[src/rtl/flash_bus_pkg.sv]
// Shared types and helpers for the flash bus front end.
// Assumes a 16-bit data bus split into two 8-bit lanes groups.
package flash_bus_pkg;

    localparam int DQ_W   = 16;
    localparam int BYTE_W = 8;

    // One decoded bus operation per clock.
    typedef enum logic [2:0] {
        BOP_RESET   = 3'd0,
        BOP_STANDBY = 3'd1,
        BOP_READ    = 3'd2,
        BOP_WRITE   = 3'd3,
        BOP_OUTDIS  = 3'd4
    } bus_op_e;

    // Fill value of array word a: low 16 bits of a*0x9E37, xor 0xA55A.
    function automatic logic [DQ_W-1:0] fill_word(input logic [31:0] a);
        logic [31:0] prod;
        prod = a * 32'h0000_9E37;
        return prod[DQ_W-1:0] ^ 16'hA55A;
    endfunction

endpackage

[src/rtl/flash_op_decode.sv]
// Turns the four active-low control pins into one bus operation.
// Priority: hardware reset, then chip-enable, then write, then read.
// Output-enable and write-enable both low is folded into output disable.
module flash_op_decode
    import flash_bus_pkg::*;
(
    input  logic    ce_n,
    input  logic    oe_n,
    input  logic    we_n,
    input  logic    hw_rst_n,
    output bus_op_e op
);

    // Priority decode of the pin levels.
    always_comb begin
        if (!hw_rst_n)            op = BOP_RESET;
        else if (ce_n)            op = BOP_STANDBY;
        else if (!we_n && oe_n)   op = BOP_WRITE;
        else if (!oe_n && we_n)   op = BOP_READ;
        else                      op = BOP_OUTDIS;
    end

endmodule

[src/rtl/flash_array_model.sv]
// Synchronous array model: one registered read per clock.
// Contents are the package fill pattern, loaded during synchronous reset.
// Assumes DEPTH stays small enough to hold in registers.
module flash_array_model
    import flash_bus_pkg::*;
#(
    parameter int ADDR_W = 8
) (
    input  logic              clk,
    input  logic              rst_n,
    input  logic [ADDR_W-1:0] rd_addr,
    output logic [DQ_W-1:0]   rd_word
);

    localparam int DEPTH = 1 << ADDR_W;

    logic [DQ_W-1:0] mem [DEPTH];

    // Load the fill pattern on reset, otherwise register the addressed word.
    always_ff @(posedge clk) begin
        if (!rst_n) begin
            for (int i = 0; i < DEPTH; i++) begin
                mem[i] <= fill_word(32'(i));
            end
            rd_word <= '0;
        end else begin
            rd_word <= mem[rd_addr];
        end
    end

endmodule

[src/rtl/flash_cmd_latch.sv]
// Command register: captures address and data during a write,
// strobes cmd_valid once the write ends, and tracks the read mode flag.
// Assumes the op input is already priority-decoded.
module flash_cmd_latch
    import flash_bus_pkg::*;
#(
    parameter int ADDR_W = 8
) (
    input  logic              clk,
    input  logic              rst_n,
    input  bus_op_e           op,
    input  logic              byte_mode,
    input  logic [ADDR_W-1:0] addr,
    input  logic [DQ_W-1:0]   dq_in,
    output logic [ADDR_W-1:0] cmd_addr,
    output logic              cmd_am1,
    output logic              cmd_byte,
    output logic [DQ_W-1:0]   cmd_data,
    output logic              cmd_valid,
    output logic              array_mode
);

    logic wr_prev;
    logic wr_end;

    // The write pulse has ended cleanly (not cut short by hardware reset).
    always_comb wr_end = wr_prev && (op != BOP_WRITE) && (op != BOP_RESET);

    // Follow the bus while writing; remember whether the last cycle was a write.
    always_ff @(posedge clk) begin
        if (!rst_n) begin
            cmd_addr <= '0;
            cmd_am1  <= 1'b0;
            cmd_byte <= 1'b0;
            cmd_data <= '0;
            wr_prev  <= 1'b0;
        end else begin
            wr_prev <= (op == BOP_WRITE);
            if (op == BOP_WRITE) begin
                cmd_addr <= addr;
                cmd_byte <= byte_mode;
                cmd_am1  <= byte_mode & dq_in[DQ_W-1];
                cmd_data <= byte_mode ? {{(DQ_W-BYTE_W){1'b0}}, dq_in[BYTE_W-1:0]}
                                      : dq_in;
            end
        end
    end

    // One-clock strobe and mode flag for the downstream state machine.
    always_ff @(posedge clk) begin
        if (!rst_n) begin
            cmd_valid  <= 1'b0;
            array_mode <= 1'b1;
        end else begin
            cmd_valid <= wr_end;
            if (op == BOP_RESET) array_mode <= 1'b1;
            else if (wr_end)     array_mode <= 1'b0;
        end
    end

endmodule

[src/rtl/flash_dq_steer.sv]
// Steers the read source onto the data lanes and sets per-lane enables.
// Byte mode: only the low lanes drive, the byte is picked by the A-1 bit.
module flash_dq_steer
    import flash_bus_pkg::*;
(
    input  bus_op_e         op_q,
    input  logic            byte_q,
    input  logic            am1_q,
    input  logic            array_mode,
    input  logic [DQ_W-1:0] arr_word,
    input  logic [DQ_W-1:0] cmd_word,
    output logic [DQ_W-1:0] dq_out,
    output logic [DQ_W-1:0] dq_oe
);

    logic            drive;
    logic [DQ_W-1:0] src;

    // Pick the read source and shape it for the bus width.
    always_comb begin
        drive = (op_q == BOP_READ);
        src   = array_mode ? arr_word : cmd_word;
        if (!drive)
            dq_out = '0;
        else if (byte_q)
            dq_out = {{(DQ_W-BYTE_W){1'b0}},
                      am1_q ? src[DQ_W-1:BYTE_W] : src[BYTE_W-1:0]};
        else
            dq_out = src;
    end

    // Per-lane enable: low lanes follow drive, upper lanes only in word mode.
    for (genvar g = 0; g < DQ_W; g++) begin : g_lane
        if (g < BYTE_W) begin : g_low
            assign dq_oe[g] = drive;
        end else begin : g_high
            assign dq_oe[g] = drive & ~byte_q;
        end
    end

endmodule

[src/rtl/flash_bus_front.sv]
// Top of the flash bus front end: decodes pins each clock, registers the
// operation, reads the array and drives the data lanes one clock later.
// Assumes pins are already synchronous to clk.
module flash_bus_front
    import flash_bus_pkg::*;
#(
    parameter int ADDR_W = 8
) (
    input  logic              clk,
    input  logic              rst_n,
    input  logic              pin_ce_n,
    input  logic              pin_oe_n,
    input  logic              pin_we_n,
    input  logic              pin_reset_n,
    input  logic              pin_word,
    input  logic [ADDR_W-1:0] addr,
    input  logic [15:0]       dq_in,
    output logic [15:0]       dq_out,
    output logic [15:0]       dq_oe,
    output logic [ADDR_W-1:0] cmd_addr,
    output logic              cmd_am1,
    output logic              cmd_byte,
    output logic [15:0]       cmd_data,
    output logic              cmd_valid,
    output logic              array_mode
);

    bus_op_e         op;
    bus_op_e         op_q;
    logic            byte_q;
    logic            am1_q;
    logic [DQ_W-1:0] arr_word;

    flash_op_decode u_dec (
        .ce_n     (pin_ce_n),
        .oe_n     (pin_oe_n),
        .we_n     (pin_we_n),
        .hw_rst_n (pin_reset_n),
        .op       (op)
    );

    flash_array_model #(.ADDR_W(ADDR_W)) u_arr (
        .clk     (clk),
        .rst_n   (rst_n),
        .rd_addr (addr),
        .rd_word (arr_word)
    );

    flash_cmd_latch #(.ADDR_W(ADDR_W)) u_cmd (
        .clk        (clk),
        .rst_n      (rst_n),
        .op         (op),
        .byte_mode  (~pin_word),
        .addr       (addr),
        .dq_in      (dq_in),
        .cmd_addr   (cmd_addr),
        .cmd_am1    (cmd_am1),
        .cmd_byte   (cmd_byte),
        .cmd_data   (cmd_data),
        .cmd_valid  (cmd_valid),
        .array_mode (array_mode)
    );

    // Register the operation and bus shape alongside the array read.
    always_ff @(posedge clk) begin
        if (!rst_n) begin
            op_q   <= BOP_STANDBY;
            byte_q <= 1'b0;
            am1_q  <= 1'b0;
        end else begin
            op_q   <= op;
            byte_q <= ~pin_word;
            am1_q  <= dq_in[DQ_W-1];
        end
    end

    flash_dq_steer u_steer (
        .op_q       (op_q),
        .byte_q     (byte_q),
        .am1_q      (am1_q),
        .array_mode (array_mode),
        .arr_word   (arr_word),
        .cmd_word   (cmd_data),
        .dq_out     (dq_out),
        .dq_oe      (dq_oe)
    );

endmodule

[config.mk]
export PLATFORM = sky130hd
export DESIGN_NAME = flash_bus_front
export DESIGN_NICKNAME = d
export VERILOG_FILES = /design/src/rtl/flash_bus_pkg.sv /design/src/rtl/flash_op_decode.sv /design/src/rtl/flash_array_model.sv /design/src/rtl/flash_cmd_latch.sv /design/src/rtl/flash_dq_steer.sv /design/src/rtl/flash_bus_front.sv
export SDC_FILE = /design/constraint.sdc
export NUM_CORES = 1
export LEC_CHECK = 0
export BUFFER_PORTS_ARGS = -buffer_cell sky130_fd_sc_hd__clkbuf_2
export CORE_MARGIN = 5
export CORE_UTILIZATION = 60
export CTS_BUF_LIST = sky130_fd_sc_hd__clkbuf_4 sky130_fd_sc_hd__clkbuf_8
export DETAILED_ROUTE_END_ITERATION = 12
export GPL_TIMING_DRIVEN = 0
export PLACE_DENSITY = 0.83
export REMOVE_ABC_BUFFERS = 1
export SYNTH_ARGS = -nofsm -noshare
export SYNTH_HDL_FRONTEND = slang
export SYNTH_SLANG_ARGS = --single-unit
[constraint.sdc]
create_clock -name clk -period 5.16 [get_ports clk]
set_clock_uncertainty 0.05 [all_clocks]
set_input_delay 1.032 -clock clk [delete_from_list [all_inputs] [get_ports clk]]
set_output_delay 1.032 -clock clk [all_outputs]
set_load 0.05 [all_outputs]
==> results of run 1 <==
==> where the power goes <==
group          switching (mW)  leakage, nW  internal [mW]  total [mW]
clock network           0.128       0.0478          0.110       0.239
logic                   0.275         1.76          0.142       0.417
registers             0.00842        0.409          0.403       0.411
==> critical path, stage by stage <==
cell	delay (ps)
clkbuf_2	670
clkinv_1	780
ha_1	1110
and2b_1	300
nor3_1	70
a311oi_1	300
a21oi_1	70
a2111oi_0	630
a221o_1	280
==> logic make-up (layout without fill, tap and decap cells) <==
| kind of cell | after synthesis | count (layout) | share of synthesized area, % |
|---|---|---|---|
| DFF | 50 | 50 | 18.3 |
| adders and majority gates | 13 | 13 | 2.97 |
| xor gates and xnor gates | 6 | 6 | 0.959 |
| buffers and inverters | 114 | 113 | 10.6 |
| and+or+nand+nor | 283 | 283 | 24.8 |
| AOI/OAI and AO/OA | 294 | 294 | 35.0 |
| muxes | 24 | 24 | 7.38 |
==> worst paths after layout <==
check	from	end
worst min-delay path	u_cmd.cmd_addr[3]	u_cmd.cmd_addr[3]
worst max register to register	u_cmd.array_mode	u_cmd.array_mode
worst max-delay path	addr[1]	u_arr.rd_word[7]
worst min register to register	u_cmd.cmd_addr[3]	u_cmd.cmd_addr[3]
==> layer usage <==
metal  vias up  track usage, %  share of wire (%)
li1       2890               -                  -
met1      2920            43.7                 40
met2       521            51.2                 45
met3        67            4.28                 12
met4         0            12.2                3.3
met5         -               0                  0
==> sequential cells by signal (all words and copies together), names as in the netlist <==
name,cells
am1_q,1
u_cmd.cmd_addr,8
u_cmd.array_mode,1
u_cmd.cmd_data,16
u_cmd.wr_prev,1
u_cmd.cmd_am1,1
op_q,3
u_cmd.cmd_valid,1
u_arr.rd_word,16
byte_q,1
u_cmd.cmd_byte,1
==> Yosys cell counts, types with 5 or more instances <==
cell type / n
o22ai_1: 7
o311ai_0: 7
buf_2: 37
o221ai_1: 7
a221o_1: 5
nand3_1: 23
dfxtp_1: 50
mux2i_1: 10
o21ai_1: 11
a2111oi_0: 5
nand2_1: 94
nor3b_1: 5
ha_1: 13
nand2b_1: 26
xnor2_1: 5
o21ai_0: 45
clkbuf_1: 32
mux4_2: 13
buf_1: 5
buf_4: 25
inv_1: 6
nor2b_1: 19
nor3_1: 15
o211ai_1: 16
a221oi_1: 7
and2_1: 19
and3_1: 6
o311a_1: 5
nor2_1: 61
a211oi_1: 14
o31ai_1: 6
a21oi_1: 95
a31oi_1: 15
a311oi_1: 10
==> per-stage QoR <==
step,instance area [um^2],hold slack (ps),std cells,setup slack [ps]
finish,5690,408,891,91.9
global route,5690,432,891,6.60
CTS,5690,411,891,291
detailed placement,5590,398,883,-17.1
global placement,5530,389,881,-100
floorplan,4940,408,683,306
==> cells in the final DEF, fill, tap and decap left out, types with 4 or more instances in the layout <==
cell and instances:
a2111oi_0 5, a211o_1 4, a211oi_1 14, a21o_1 4, a21oi_1 95, a221o_1 5, a221oi_1 7, a311oi_1 10
a31oi_1 15, and2_1 19, and3_1 6, clkbuf_2 87, clkbuf_8 6, clkinv_1 4, dfxtp_1 50, ha_1 13
inv_1 6, mux2i_1 10, mux4_2 13, nand2_1 94, nand2b_1 26, nand3_1 23, nor2_1 61, nor2b_1 19
nor3_1 15, nor3b_1 5, o211ai_1 16, o21ai_0 45, o21ai_1 11, o21bai_1 4, o221ai_1 7, o22ai_1 7
o311a_1 5, o311ai_0 7, o31ai_1 6, o41ai_1 4, xnor2_1 5
==> cell type report <==
class	count	share of cell area [%]
clock inverters	2	0.286
clock buffers	6	1.45
well taps	108	2.37
inverters	13	0.857
multi-input cells	620	68.4
flip-flops and latches	50	17.6
repair buffers	92	9.01
==> flow_summary.html, run 1 <==
<table>
<tr><th>Metric</th><th>Value</th></tr>
<tr><th colspan="2">Status</th></tr>
<tr><td>Outcome</td><td>complete, no violations</td></tr>
<tr><th colspan="2">Die</th></tr>
<tr><td>Initial cell density of the core</td><td>62.2%</td></tr>
<tr><td>Die Wd</td><td>106 um</td></tr>
<tr><td>Number of cell rows</td><td>34</td></tr>
<tr><td>Io pins</td><td>91</td></tr>
<tr><td>Die Area</td><td>0.0111 mm^2</td></tr>
<tr><td>Area of the core</td><td>0.00881 mm^2</td></tr>
<tr><td>Floorplan die height</td><td>106 um</td></tr>
<tr><th colspan="2">Timing</th></tr>
<tr><td>Final setup violation count</td><td>0</td></tr>
<tr><td>Achievable Freq</td><td>roughly 200 MHz</td></tr>
<tr><td>Min Tclk post-route</td><td>5070 ps</td></tr>
<tr><td>Slew at the pin with the worst max-slew slack</td><td>1310 ps</td></tr>
<tr><td>Number of hold violations in the final report</td><td>0</td></tr>
<tr><td>Share of the cycle needed by the critical path after routing</td><td>about 98%</td></tr>
<tr><td>Setup repair after global routing missed its margin</td><td>no</td></tr>
<tr><td>Final Slew Violations</td><td>0</td></tr>
<tr><td>Max-Slew Margin vs Limit</td><td>12.7%</td></tr>
<tr><td>Aggregate negative setup slack</td><td>0 ps</td></tr>
<tr><th colspan="2">Clocking</th></tr>
<tr><td>Clk_lat worst skew</td><td>300 ps</td></tr>
<tr><td>Clock buffers created by TritonCTS</td><td>5</td></tr>
<tr><td>Maximum root-to-sink buffer count</td><td>2</td></tr>
<tr><td>H-tree level count</td><td>2</td></tr>
<tr><td>Buffers inserted during post-CTS setup optimization</td><td>0</td></tr>
<tr><td>Root buffer cell</td><td>clkbuf_8</td></tr>
<tr><td>Post-cts resize count</td><td>0</td></tr>
<tr><td>CTS tree</td><td>done</td></tr>
<tr><td>CTS Hold Bufs</td><td>0</td></tr>
<tr><td>Clock transition time at the flip-flop clock pins of the worst setup and hold paths</td><td>90 ps</td></tr>
<tr><td>CTS sink cnt</td><td>50</td></tr>
<tr><th colspan="2">Worst setup path</th></tr>
<tr><td>Setup slack, reg-to-reg</td><td>3910 ps</td></tr>
<tr><td>Data required time of the worst path</td><td>between 5000 and 6000 ps</td></tr>
<tr><td>Category of the most critical setup path</td><td>input port to flop</td></tr>
<tr><td>Register-to-Register Path Depth</td><td>2</td></tr>
<tr><td>Largest driver fanout on the critical path</td><td>42</td></tr>
<tr><td>Signal arrival time at the worst endpoint</td><td>5250 ps</td></tr>
<tr><td>Nature of the critical path startpoint</td><td>input port</td></tr>
<tr><td>Crit end category</td><td>flop</td></tr>
<tr><th colspan="2">Run</th></tr>
<tr><td>Max-capacitance violation count</td><td>0</td></tr>
<tr><th colspan="2">Routing</th></tr>
<tr><td>Detailed-route wire length per cell</td><td>21.1 um</td></tr>
<tr><td>Number of nets still failing antenna checks after routing</td><td>0</td></tr>
<tr><td>Routed Wire Length</td><td>18800 um</td></tr>
<tr><td>Post-detailed-route DRC marker count</td><td>0</td></tr>
<tr><td>Via count normalized by instance count</td><td>7.18</td></tr>
<tr><td>Total number of vias</td><td>between 6k and 7k</td></tr>
<tr><td>Count of TritonRoute iterations in the first routing pass</td><td>6</td></tr>
<tr><td>DRC violation total after the first TritonRoute iteration</td><td>1068</td></tr>
<tr><th colspan="2">Placed design</th></tr>
<tr><td>DPL Wire Length</td><td>12800 um</td></tr>
<tr><td>Port-buffer cells</td><td>90</td></tr>
<tr><td>RePlAce Congestion</td><td>1.01</td></tr>
<tr><th colspan="2">Power and ir drop</th></tr>
<tr><td>Overall power after layout</td><td>roughly 1.1 mW</td></tr>
<tr><td>Cell area power density</td><td>187 mW/mm^2</td></tr>
<tr><td>Leakage</td><td>2.22 nW</td></tr>
<tr><td>Max IR drop VDD</td><td>around 110 uV</td></tr>
<tr><th colspan="2">Layout</th></tr>
<tr><td>Area delta synth-&gt;final</td><td>3.88%</td></tr>
<tr><td>Total area of multi-input combinational cells</td><td>0.00389 mm^2</td></tr>
<tr><td>Proportion of layout cells with a drive suffix above 1</td><td>between 10% and 20%</td></tr>
<tr><td>Util after Layout</td><td>64.6%</td></tr>
<tr><td>Footprint of the flip-flops and latches</td><td>0.00100 mm^2</td></tr>
<tr><td>Total Nets Final</td><td>826</td></tr>
<tr><td>Antenna fix cells</td><td>0</td></tr>
<tr><td>Total of fill cells in the finished design</td><td>808</td></tr>
<tr><th colspan="2">Yosys</th></tr>
<tr><td>Number of different library cells in the post-synthesis netlist</td><td>67</td></tr>
<tr><td>Netlist area before placement</td><td>0.00548 mm^2</td></tr>
<tr><td>Primary FF master, synth</td><td>dfxtp_1</td></tr>
<tr><td>Number of enable flip-flop cells after synthesis</td><td>0</td></tr>
<tr><td>Largest area contributor in the netlist</td><td>dfxtp_1</td></tr>
<tr><td>Synth top area share</td><td>18.3%</td></tr>
<tr><td>Syn Inst Count</td><td>a little under 800</td></tr>
<tr><td>Number of register bits inferred by synthesis</td><td>50</td></tr>
<tr><td>Synth Area per Inst</td><td>6.99 um^2</td></tr>
<tr><td>Sequential area share after synthesis</td><td>18.3%</td></tr>
<tr><td>Number of warnings printed during yosys synthesis</td><td>0</td></tr>
<tr><td>Async SR Flop Fraction</td><td>0%</td></tr>
<tr><td>Top cells by area in the synthesized netlist</td><td>dfxtp_1 18%, a21oi_1 8.7%, nand2_1 6.4%, mux4_2 5.3%, nor2_1 4.2%</td></tr>
<tr><th colspan="2">Global routing</th></tr>
<tr><td>Number of global-route vias before repair</td><td>5582</td></tr>
<tr><td>Total routing usage reported by global routing</td><td>31.9%</td></tr>
<tr><td>Congestion Overflow GR</td><td>0</td></tr>
<tr><td>Maximum number of pins on one net before global-route repair</td><td>96</td></tr>
<tr><td>Wire length of the first global-routing pass</td><td>29500 um</td></tr>
<tr><td>Number of antenna violations at the first check in global routing</td><td>0</td></tr>
<tr><th colspan="2">Worst hold path</th></tr>
<tr><td>Count of cells along the worst hold path</td><td>2</td></tr>
<tr><td>Type of the tightest min-delay check</td><td>flop to flop</td></tr>
</table>
(Power assumes the default switching activity.)
==> inputs of run 2 (changes only) <==
Settings changed: BUFFER_PORTS_ARGS -buffer_cell sky130_fd_sc_hd__clkbuf_2 to not set, DONT_BUFFER_PORTS set to 1, PLACE_DENSITY 0.83 to 0.75.
==> run 2 against run 1 <==
Net effect:
- worst hold slack improved by 18 ps
- clock power rose by 13%
- clock-buffer cell count is the same
- sequential power up 2%
- cell count decreased by 10%
- critical path type unchanged
- largest cell class unchanged
- largest power group is now registers
==> flow_summary.html, run 2 (synthesis gave the netlist of run 1 again) <==
<table>
<tr><th>Metric</th><th>Value</th></tr>
<tr><th colspan="2">Layout</th></tr>
<tr><td>Total of fill cells in the finished design</td><td>819</td></tr>
<tr><td>Total Nets Final</td><td>735</td></tr>
<tr><td>Largest regs</td><td>u_arr.rd_word x16, u_cmd.cmd_data x16, u_cmd.cmd_addr x8</td></tr>
<tr><td>Area delta synth-&gt;final</td><td>-4.61%</td></tr>
<tr><td>Commonest non-fill, non-tap cell in the layout</td><td>a21oi_1</td></tr>
<tr><td>Antenna fix cells</td><td>0</td></tr>
<tr><td>Post-Layout Inst Area</td><td>0.00523 mm^2</td></tr>
<tr><td>Most frequent cells in the layout</td><td>95 x a21oi_1, 94 x nand2_1, 61 x nor2_1</td></tr>
<tr><td>Proportion of layout cells with a drive suffix above 1</td><td>4.48%</td></tr>
<tr><th colspan="2">Die</th></tr>
<tr><td>Die Wd</td><td>106 um</td></tr>
<tr><td>Initial cell density of the core</td><td>62.2%</td></tr>
<tr><td>Die Area</td><td>0.0111 mm^2</td></tr>
<tr><td>Floorplan die height</td><td>106 um</td></tr>
<tr><td>Io pins</td><td>roughly 90</td></tr>
<tr><td>Area of the core</td><td>0.00881 mm^2</td></tr>
<tr><td>Number of cell rows</td><td>34</td></tr>
<tr><th colspan="2">Timing</th></tr>
<tr><td>Final Slew Violations</td><td>0</td></tr>
<tr><td>Hold slack final</td><td>427 ps</td></tr>
<tr><td>Achievable Freq</td><td>239 MHz</td></tr>
<tr><td>Number of hold violations in the final report</td><td>0</td></tr>
<tr><td>Max-Slew Margin vs Limit</td><td>approximately 9.9%</td></tr>
<tr><td>Setup repair after global routing missed its margin</td><td>no</td></tr>
<tr><td>Aggregate negative setup slack</td><td>0 ps</td></tr>
<tr><td>Share of the cycle needed by the critical path after routing</td><td>81.2%</td></tr>
<tr><td>Min Tclk post-route</td><td>around 4200 ps</td></tr>
<tr><td>Slew at the pin with the worst max-slew slack</td><td>1350 ps</td></tr>
<tr><td>Final setup violation count</td><td>0</td></tr>
<tr><th colspan="2">Global routing</th></tr>
<tr><td>Maximum number of pins on one net before global-route repair</td><td>129</td></tr>
<tr><td>Number of antenna violations at the first check in global routing</td><td>1</td></tr>
<tr><td>Total routing usage reported by global routing</td><td>between 30% and 40%</td></tr>
<tr><td>Number of global-route vias before repair</td><td>5201</td></tr>
<tr><td>Met2 GRT Util</td><td>45.3%</td></tr>
<tr><td>Congestion Overflow GR</td><td>0</td></tr>
<tr><td>Wire length of the first global-routing pass</td><td>28200 um</td></tr>
<tr><td>Met1 Resource Use GR</td><td>41.0%</td></tr>
<tr><td>GR peak layer</td><td>met2</td></tr>
<tr><td>Met3 Track Usage GR</td><td>6.85%</td></tr>
<tr><th colspan="2">Clocking</th></tr>
<tr><td>Post-cts resize count</td><td>0</td></tr>
<tr><td>H-tree level count</td><td>2</td></tr>
<tr><td>Buffers inserted during post-CTS setup optimization</td><td>0</td></tr>
<tr><td>CTS sink cnt</td><td>50</td></tr>
<tr><td>Clock transition time at the flip-flop clock pins of the worst setup and hold paths</td><td>~90 ps</td></tr>
<tr><td>CTS tree</td><td>done</td></tr>
<tr><td>Clock buffers created by TritonCTS</td><td>5</td></tr>
<tr><td>Clk_lat worst skew</td><td>290 ps</td></tr>
<tr><td>Maximum root-to-sink buffer count</td><td>2</td></tr>
<tr><td>CTS Hold Bufs</td><td>0</td></tr>
<tr><td>Root buffer cell</td><td>clkbuf_8</td></tr>
<tr><th colspan="2">Routing</th></tr>
<tr><td>Via count normalized by instance count</td><td>7.65</td></tr>
<tr><td>Number of nets still failing antenna checks after routing</td><td>0</td></tr>
<tr><td>DRC violation total after the first TritonRoute iteration</td><td>roughly 1.2k</td></tr>
<tr><td>Total number of vias</td><td>6118</td></tr>
<tr><td>Routed Wire Length</td><td>18100 um</td></tr>
<tr><td>Detailed-route wire length per cell</td><td>22.6 um</td></tr>
<tr><td>Count of TritonRoute iterations in the first routing pass</td><td>7</td></tr>
<tr><td>Post-detailed-route DRC marker count</td><td>0</td></tr>
<tr><th colspan="2">Worst setup path</th></tr>
<tr><td>Nature of the critical path startpoint</td><td>input port</td></tr>
<tr><td>Category of the most critical setup path</td><td>input port to flop</td></tr>
<tr><td>Signal arrival time at the worst endpoint</td><td>around 4300 ps</td></tr>
<tr><td>Largest driver fanout on the critical path</td><td>42</td></tr>
<tr><td>Slowest CP cell</td><td>ha_1</td></tr>
<tr><td>Setup slack, reg-to-reg</td><td>about 3600 ps</td></tr>
<tr><td>Largest stage delay on the critical path</td><td>1110 ps</td></tr>
<tr><td>Crit end category</td><td>flop</td></tr>
<tr><td>Most used cell along the critical path</td><td>mux4_2</td></tr>
<tr><td>CP Cell Sequence</td><td>clkinv_1, ha_1, inv_1, mux4_2, mux4_2, a211o_1</td></tr>
<tr><td>Register-to-Register Path Depth</td><td>2</td></tr>
<tr><td>Reg2Reg Launch Point</td><td>u_cmd.array_mode</td></tr>
<tr><td>Worst R2R End</td><td>u_cmd.array_mode</td></tr>
<tr><td>Data required time of the worst path</td><td>5270 ps</td></tr>
<tr><th colspan="2">Run</th></tr>
<tr><td>Max-capacitance violation count</td><td>0</td></tr>
<tr><th colspan="2">Placed design</th></tr>
<tr><td>Post-place instance area</td><td>0.00511 mm^2</td></tr>
<tr><td>RePlAce Congestion</td><td>between 1 and 1.5</td></tr>
<tr><td>Port-buffer cells</td><td>0</td></tr>
<tr><td>DPL Wire Length</td><td>11700 um</td></tr>
<tr><th colspan="2">Worst hold path</th></tr>
<tr><td>WHS Endpoint</td><td>u_cmd.cmd_valid</td></tr>
<tr><td>Hold path startpoint</td><td>u_cmd.wr_prev</td></tr>
<tr><td>Count of cells along the worst hold path</td><td>1</td></tr>
<tr><td>Type of the tightest min-delay check</td><td>flop to flop</td></tr>
<tr><th colspan="2">Power and ir drop</th></tr>
<tr><td>Leakage</td><td>1.80 nW</td></tr>
<tr><td>Overall power after layout</td><td>1.02 mW</td></tr>
<tr><td>Cell area power density</td><td>195 mW/mm^2</td></tr>
<tr><td>Max IR drop VDD</td><td>121 uV</td></tr>
<tr><th colspan="2">Status</th></tr>
<tr><td>Outcome</td><td>complete, no violations</td></tr>
</table>
run 2: cell types whose count changed in the layout (fill, tap and decap cells not counted), sizes merged:
| cell | previous run | this run |
|---|---|---|
| clkbuf | 96 | 6 |
| buf | 2 | 1 |
| bufinv | 0 | 1 |
| inv | 10 | 9 |
run 2: layout make-up:
type | instances | area [um^2] | area share [%]
repair buffers | 1 | 27.5 | 0.527
well taps | 108 | 135 | 2.59
inverters | 13 | 53.8 | 1.03
clock buffers | 6 | 76.3 | 1.46
clock inverters | 2 | 37.5 | 0.718
multi-input cells | 620 | 3890 | 74.5
flip-flops and latches | 50 | 1000 | 19.2
run 2: report_power, final:
part           internal [mW]  leakage (nW)  switching (mW)
Sequential             0.403         0.409          0.0177
Combinational          0.127          1.34           0.200
Clock                  0.150        0.0548           0.121
run 2: worst max path at each step:
stage / from / to
5_1_grt: addr[1] / u_arr.rd_word[10]
3_5_place_dp: addr[1] / u_arr.rd_word[10]
3_3_place_gp: op_q[0] / dq_out[5]
4_1_cts: addr[1] / u_arr.rd_word[10]
2_1_floorplan: op_q[0] / dq_out[0]
6_report: addr[1] / u_arr.rd_word[10]
run 2: stage by stage:
stage          setup WS, ps  instances  utilization (%)
3_5_place_dp            900        792             58.1
5_1_grt                1020        800             59.3
4_1_cts                1230        800             59.3
3_3_place_gp            128        791             57.7
2_1_floorplan           306        683                -
6_report                971        800             59.3
run 2: worst max-delay path, delay by kind of cell:
family,cells,cell delay [ps]
AO/OA/AOI/OAI,1,370
adder cells (fa/ha/maj),1,1110
multiplexers,2,1010
buffers and inverters,2,750
run 2: layer usage:
| layer | vias up | part of all wire (%) |
|---|---|---|
| met5 | - | 0.072 |
| met4 | 2 | 5.2 |
| met3 | 108 | 15 |
| met2 | 563 | 43 |
| met1 | 2753 | 37 |
| li1 | 2692 | - |
==> inputs of run 3 (changes only) <==
Settings changed: PLACE_DENSITY 0.75 to 0.78.
Clock period 5.16 ns to 3.8 ns, I/O delays scaled along.
==> run 3 against run 2 <==
Net effect:
- die area is the same
- wire length rose by 4.2%
- critical path depth rose by 1
- largest cell class unchanged
- largest power group unchanged
- highest routed layer unchanged
==> flow_summary.html, run 3 (synthesis gave the netlist of run 1 again) <==
<table>
<tr><th>Metric</th><th>Value</th></tr>
<tr><th colspan="2">Clocking</th></tr>
<tr><td>Post-cts resize count</td><td>0</td></tr>
<tr><td>Buffers inserted during post-CTS setup optimization</td><td>0</td></tr>
<tr><td>Clock buffers created by TritonCTS</td><td>5</td></tr>
<tr><td>Clock transition time at the flip-flop clock pins of the worst setup and hold paths</td><td>approximately 90 ps</td></tr>
<tr><td>Clk_lat worst skew</td><td>roughly 300 ps</td></tr>
<tr><td>CTS tree</td><td>done</td></tr>
<tr><td>Maximum root-to-sink buffer count</td><td>2</td></tr>
<tr><td>Root buffer cell</td><td>clkbuf_8</td></tr>
<tr><td>CTS Hold Bufs</td><td>0</td></tr>
<tr><td>CTS sink cnt</td><td>50</td></tr>
<tr><td>H-tree level count</td><td>2</td></tr>
<tr><th colspan="2">Global routing</th></tr>
<tr><td>Congestion Overflow GR</td><td>0</td></tr>
<tr><td>Wire length of the first global-routing pass</td><td>approximately 29000 um</td></tr>
<tr><td>Number of antenna violations at the first check in global routing</td><td>1</td></tr>
<tr><td>Total routing usage reported by global routing</td><td>roughly a third</td></tr>
<tr><td>Number of global-route vias before repair</td><td>between 5k and 6k</td></tr>
<tr><td>Maximum number of pins on one net before global-route repair</td><td>roughly 130</td></tr>
<tr><th colspan="2">Die</th></tr>
<tr><td>Initial cell density of the core</td><td>62.2%</td></tr>
<tr><td>Area of the core</td><td>0.00881 mm^2</td></tr>
<tr><td>Die Wd</td><td>about 110 um</td></tr>
<tr><td>Io pins</td><td>91</td></tr>
<tr><td>Number of cell rows</td><td>34</td></tr>
<tr><td>Die Area</td><td>0.0111 mm^2</td></tr>
<tr><td>Floorplan die height</td><td>106 um</td></tr>
<tr><th colspan="2">Timing</th></tr>
<tr><td>Final setup violation count</td><td>0</td></tr>
<tr><td>Max-Slew Margin vs Limit</td><td>10.9%</td></tr>
<tr><td>Setup repair after global routing missed its margin</td><td>no</td></tr>
<tr><td>Share of the cycle needed by the critical path after routing</td><td>93.8%</td></tr>
<tr><td>Number of hold violations in the final report</td><td>0</td></tr>
<tr><td>Achievable Freq</td><td>280 MHz</td></tr>
<tr><td>Slew at the pin with the worst max-slew slack</td><td>1340 ps</td></tr>
<tr><td>Hold slack final</td><td>445 ps</td></tr>
<tr><td>Min Tclk post-route</td><td>about 3600 ps</td></tr>
<tr><td>Final Slew Violations</td><td>0</td></tr>
<tr><th colspan="2">Worst hold path</th></tr>
<tr><td>WHS Endpoint</td><td>u_cmd.cmd_valid</td></tr>
<tr><td>Hold path startpoint</td><td>u_cmd.wr_prev</td></tr>
<tr><td>Count of cells along the worst hold path</td><td>1</td></tr>
<tr><td>Type of the tightest min-delay check</td><td>flop to flop</td></tr>
<tr><th colspan="2">Worst setup path</th></tr>
<tr><td>Crit end category</td><td>flop</td></tr>
<tr><td>Category of the most critical setup path</td><td>input port to flop</td></tr>
<tr><td>Data required time of the worst path</td><td>3880 ps</td></tr>
<tr><td>Reg2Reg Launch Point</td><td>u_cmd.array_mode</td></tr>
<tr><td>Setup slack, reg-to-reg</td><td>2190 ps</td></tr>
<tr><td>Worst R2R End</td><td>u_cmd.array_mode</td></tr>
<tr><td>Register-to-Register Path Depth</td><td>2</td></tr>
<tr><td>Signal arrival time at the worst endpoint</td><td>3650 ps</td></tr>
<tr><td>Largest driver fanout on the critical path</td><td>42</td></tr>
<tr><td>Nature of the critical path startpoint</td><td>input port</td></tr>
<tr><th colspan="2">Routing</th></tr>
<tr><td>Routed Wire Length</td><td>18800 um</td></tr>
<tr><td>Count of TritonRoute iterations in the first routing pass</td><td>6</td></tr>
<tr><td>Via count normalized by instance count</td><td>7.65</td></tr>
<tr><td>DRC violation total after the first TritonRoute iteration</td><td>1261</td></tr>
<tr><td>Detailed-route wire length per cell</td><td>23.5 um</td></tr>
<tr><td>Total number of vias</td><td>6121</td></tr>
<tr><td>Number of nets still failing antenna checks after routing</td><td>0</td></tr>
<tr><td>Post-detailed-route DRC marker count</td><td>0</td></tr>
<tr><th colspan="2">Layout</th></tr>
<tr><td>Area delta synth-&gt;final</td><td>-5.00%</td></tr>
<tr><td>Util after Layout</td><td>59.1%</td></tr>
<tr><td>Proportion of layout cells with a drive suffix above 1</td><td>4.62%</td></tr>
<tr><td>Largest regs</td><td>u_arr.rd_word x16, u_cmd.cmd_data x16, u_cmd.cmd_addr x8</td></tr>
<tr><td>Most frequent cells in the layout</td><td>95 x a21oi_1, 94 x nand2_1, 61 x nor2_1</td></tr>
<tr><td>Commonest non-fill, non-tap cell in the layout</td><td>a21oi_1</td></tr>
<tr><td>Total Nets Final</td><td>approximately 740</td></tr>
<tr><td>Total of fill cells in the finished design</td><td>838</td></tr>
<tr><td>Antenna fix cells</td><td>0</td></tr>
<tr><th colspan="2">Power and ir drop</th></tr>
<tr><td>Switch share</td><td>35.3%</td></tr>
<tr><td>Clock power frac</td><td>a little under a quarter</td></tr>
<tr><td>Cell area power density</td><td>approximately 250 mW/mm^2</td></tr>
<tr><td>Int Pwr</td><td>858 uW</td></tr>
<tr><td>Net switching power</td><td>467 uW</td></tr>
<tr><td>Max IR drop VDD</td><td>143 uV</td></tr>
<tr><td>Part of the power in combinational logic</td><td>33.5%</td></tr>
<tr><td>Leakage</td><td>1.79 nW</td></tr>
<tr><td>Power share of the sequential group</td><td>43.2%</td></tr>
<tr><th colspan="2">Status</th></tr>
<tr><td>Outcome</td><td>complete, no violations</td></tr>
<tr><th colspan="2">Placed design</th></tr>
<tr><td>Port-buffer cells</td><td>0</td></tr>
<tr><td>DPL Wire Length</td><td>about 12000 um</td></tr>
<tr><td>RePlAce Congestion</td><td>1.01</td></tr>
<tr><th colspan="2">Run</th></tr>
<tr><td>Max-capacitance violation count</td><td>0</td></tr>
</table>
run 3: cell types whose count changed in the layout (fill, tap and decap cells not counted):
cell,previous run,this run
bufinv_16,1,0
clkinv_2,0,1
clkinv_4,0,1
clkinvlp_4,1,0
ha_1,13,12
ha_2,0,1
run 3: layout make-up:
class	instances	area (um^2)	area share, %
clock buffers	6	76.3	1.47
multi-input cells	620	3900	74.9
well taps	108	135	2.60
clock inverters	2	13.8	0.264
repair buffers	1	27.5	0.529
inverters	13	53.8	1.03
flip-flops and latches	50	1000	19.2
run 3: how the worst max path moves through the flow:
stage | from | cells after the start | endpoint
6_report | addr[1] | 7 | u_arr.rd_word[13]
3_3_place_gp | op_q[0] | 3 | dq_out[2]
5_1_grt | addr[1] | 6 | u_arr.rd_word[10]
4_1_cts | addr[1] | 6 | u_arr.rd_word[10]
2_1_floorplan | op_q[0] | 3 | dq_out[0]
3_5_place_dp | addr[1] | 6 | u_arr.rd_word[10]
run 3: layer usage:
layer	global-route usage, %	part of all wire [%]	up-vias
met5	0	0.11	-
met4	12.3	3.4	2
met3	6.05	13	74
met2	49.5	45	523
met1	44.2	39	2821
li1	-	-	2701
run 3: critical path, cell delays in order:
cell and delay (ps):
clkinv_1 460, ha_2 890, nand2_1 270, a311oi_1 410
o21bai_1 120, o311a_1 120, a221oi_1 590
run 3: power groups by stage:
| stage | Sequential, mW | Combinational [mW] | Clock, mW |
|---|---|---|---|
| finish | 0.572 | 0.444 | 0.309 |
| global route | 0.575 | 0.477 | 0.335 |
| CTS | 0.572 | 0.428 | 0.316 |
| detailed placement | 0.584 | 0.426 | 0 |
| global placement | 0.583 | 0.418 | 0 |
| floorplan | 0.578 | 0.327 | 0 |
run 3: per-stage QoR:
stage               area (um^2)  setup slack, ps  TNS [ps]  total power [mW]  instances
finish                     5200              235         0              1.33        800
global route               5200              260         0              1.39        800
CTS                        5200              153         0              1.32        800
detailed placement         5110             -172      -373              1.01        792
global placement           5080             -983    -14310              1.00        791
floorplan                  4940             -782    -10180             0.905        683
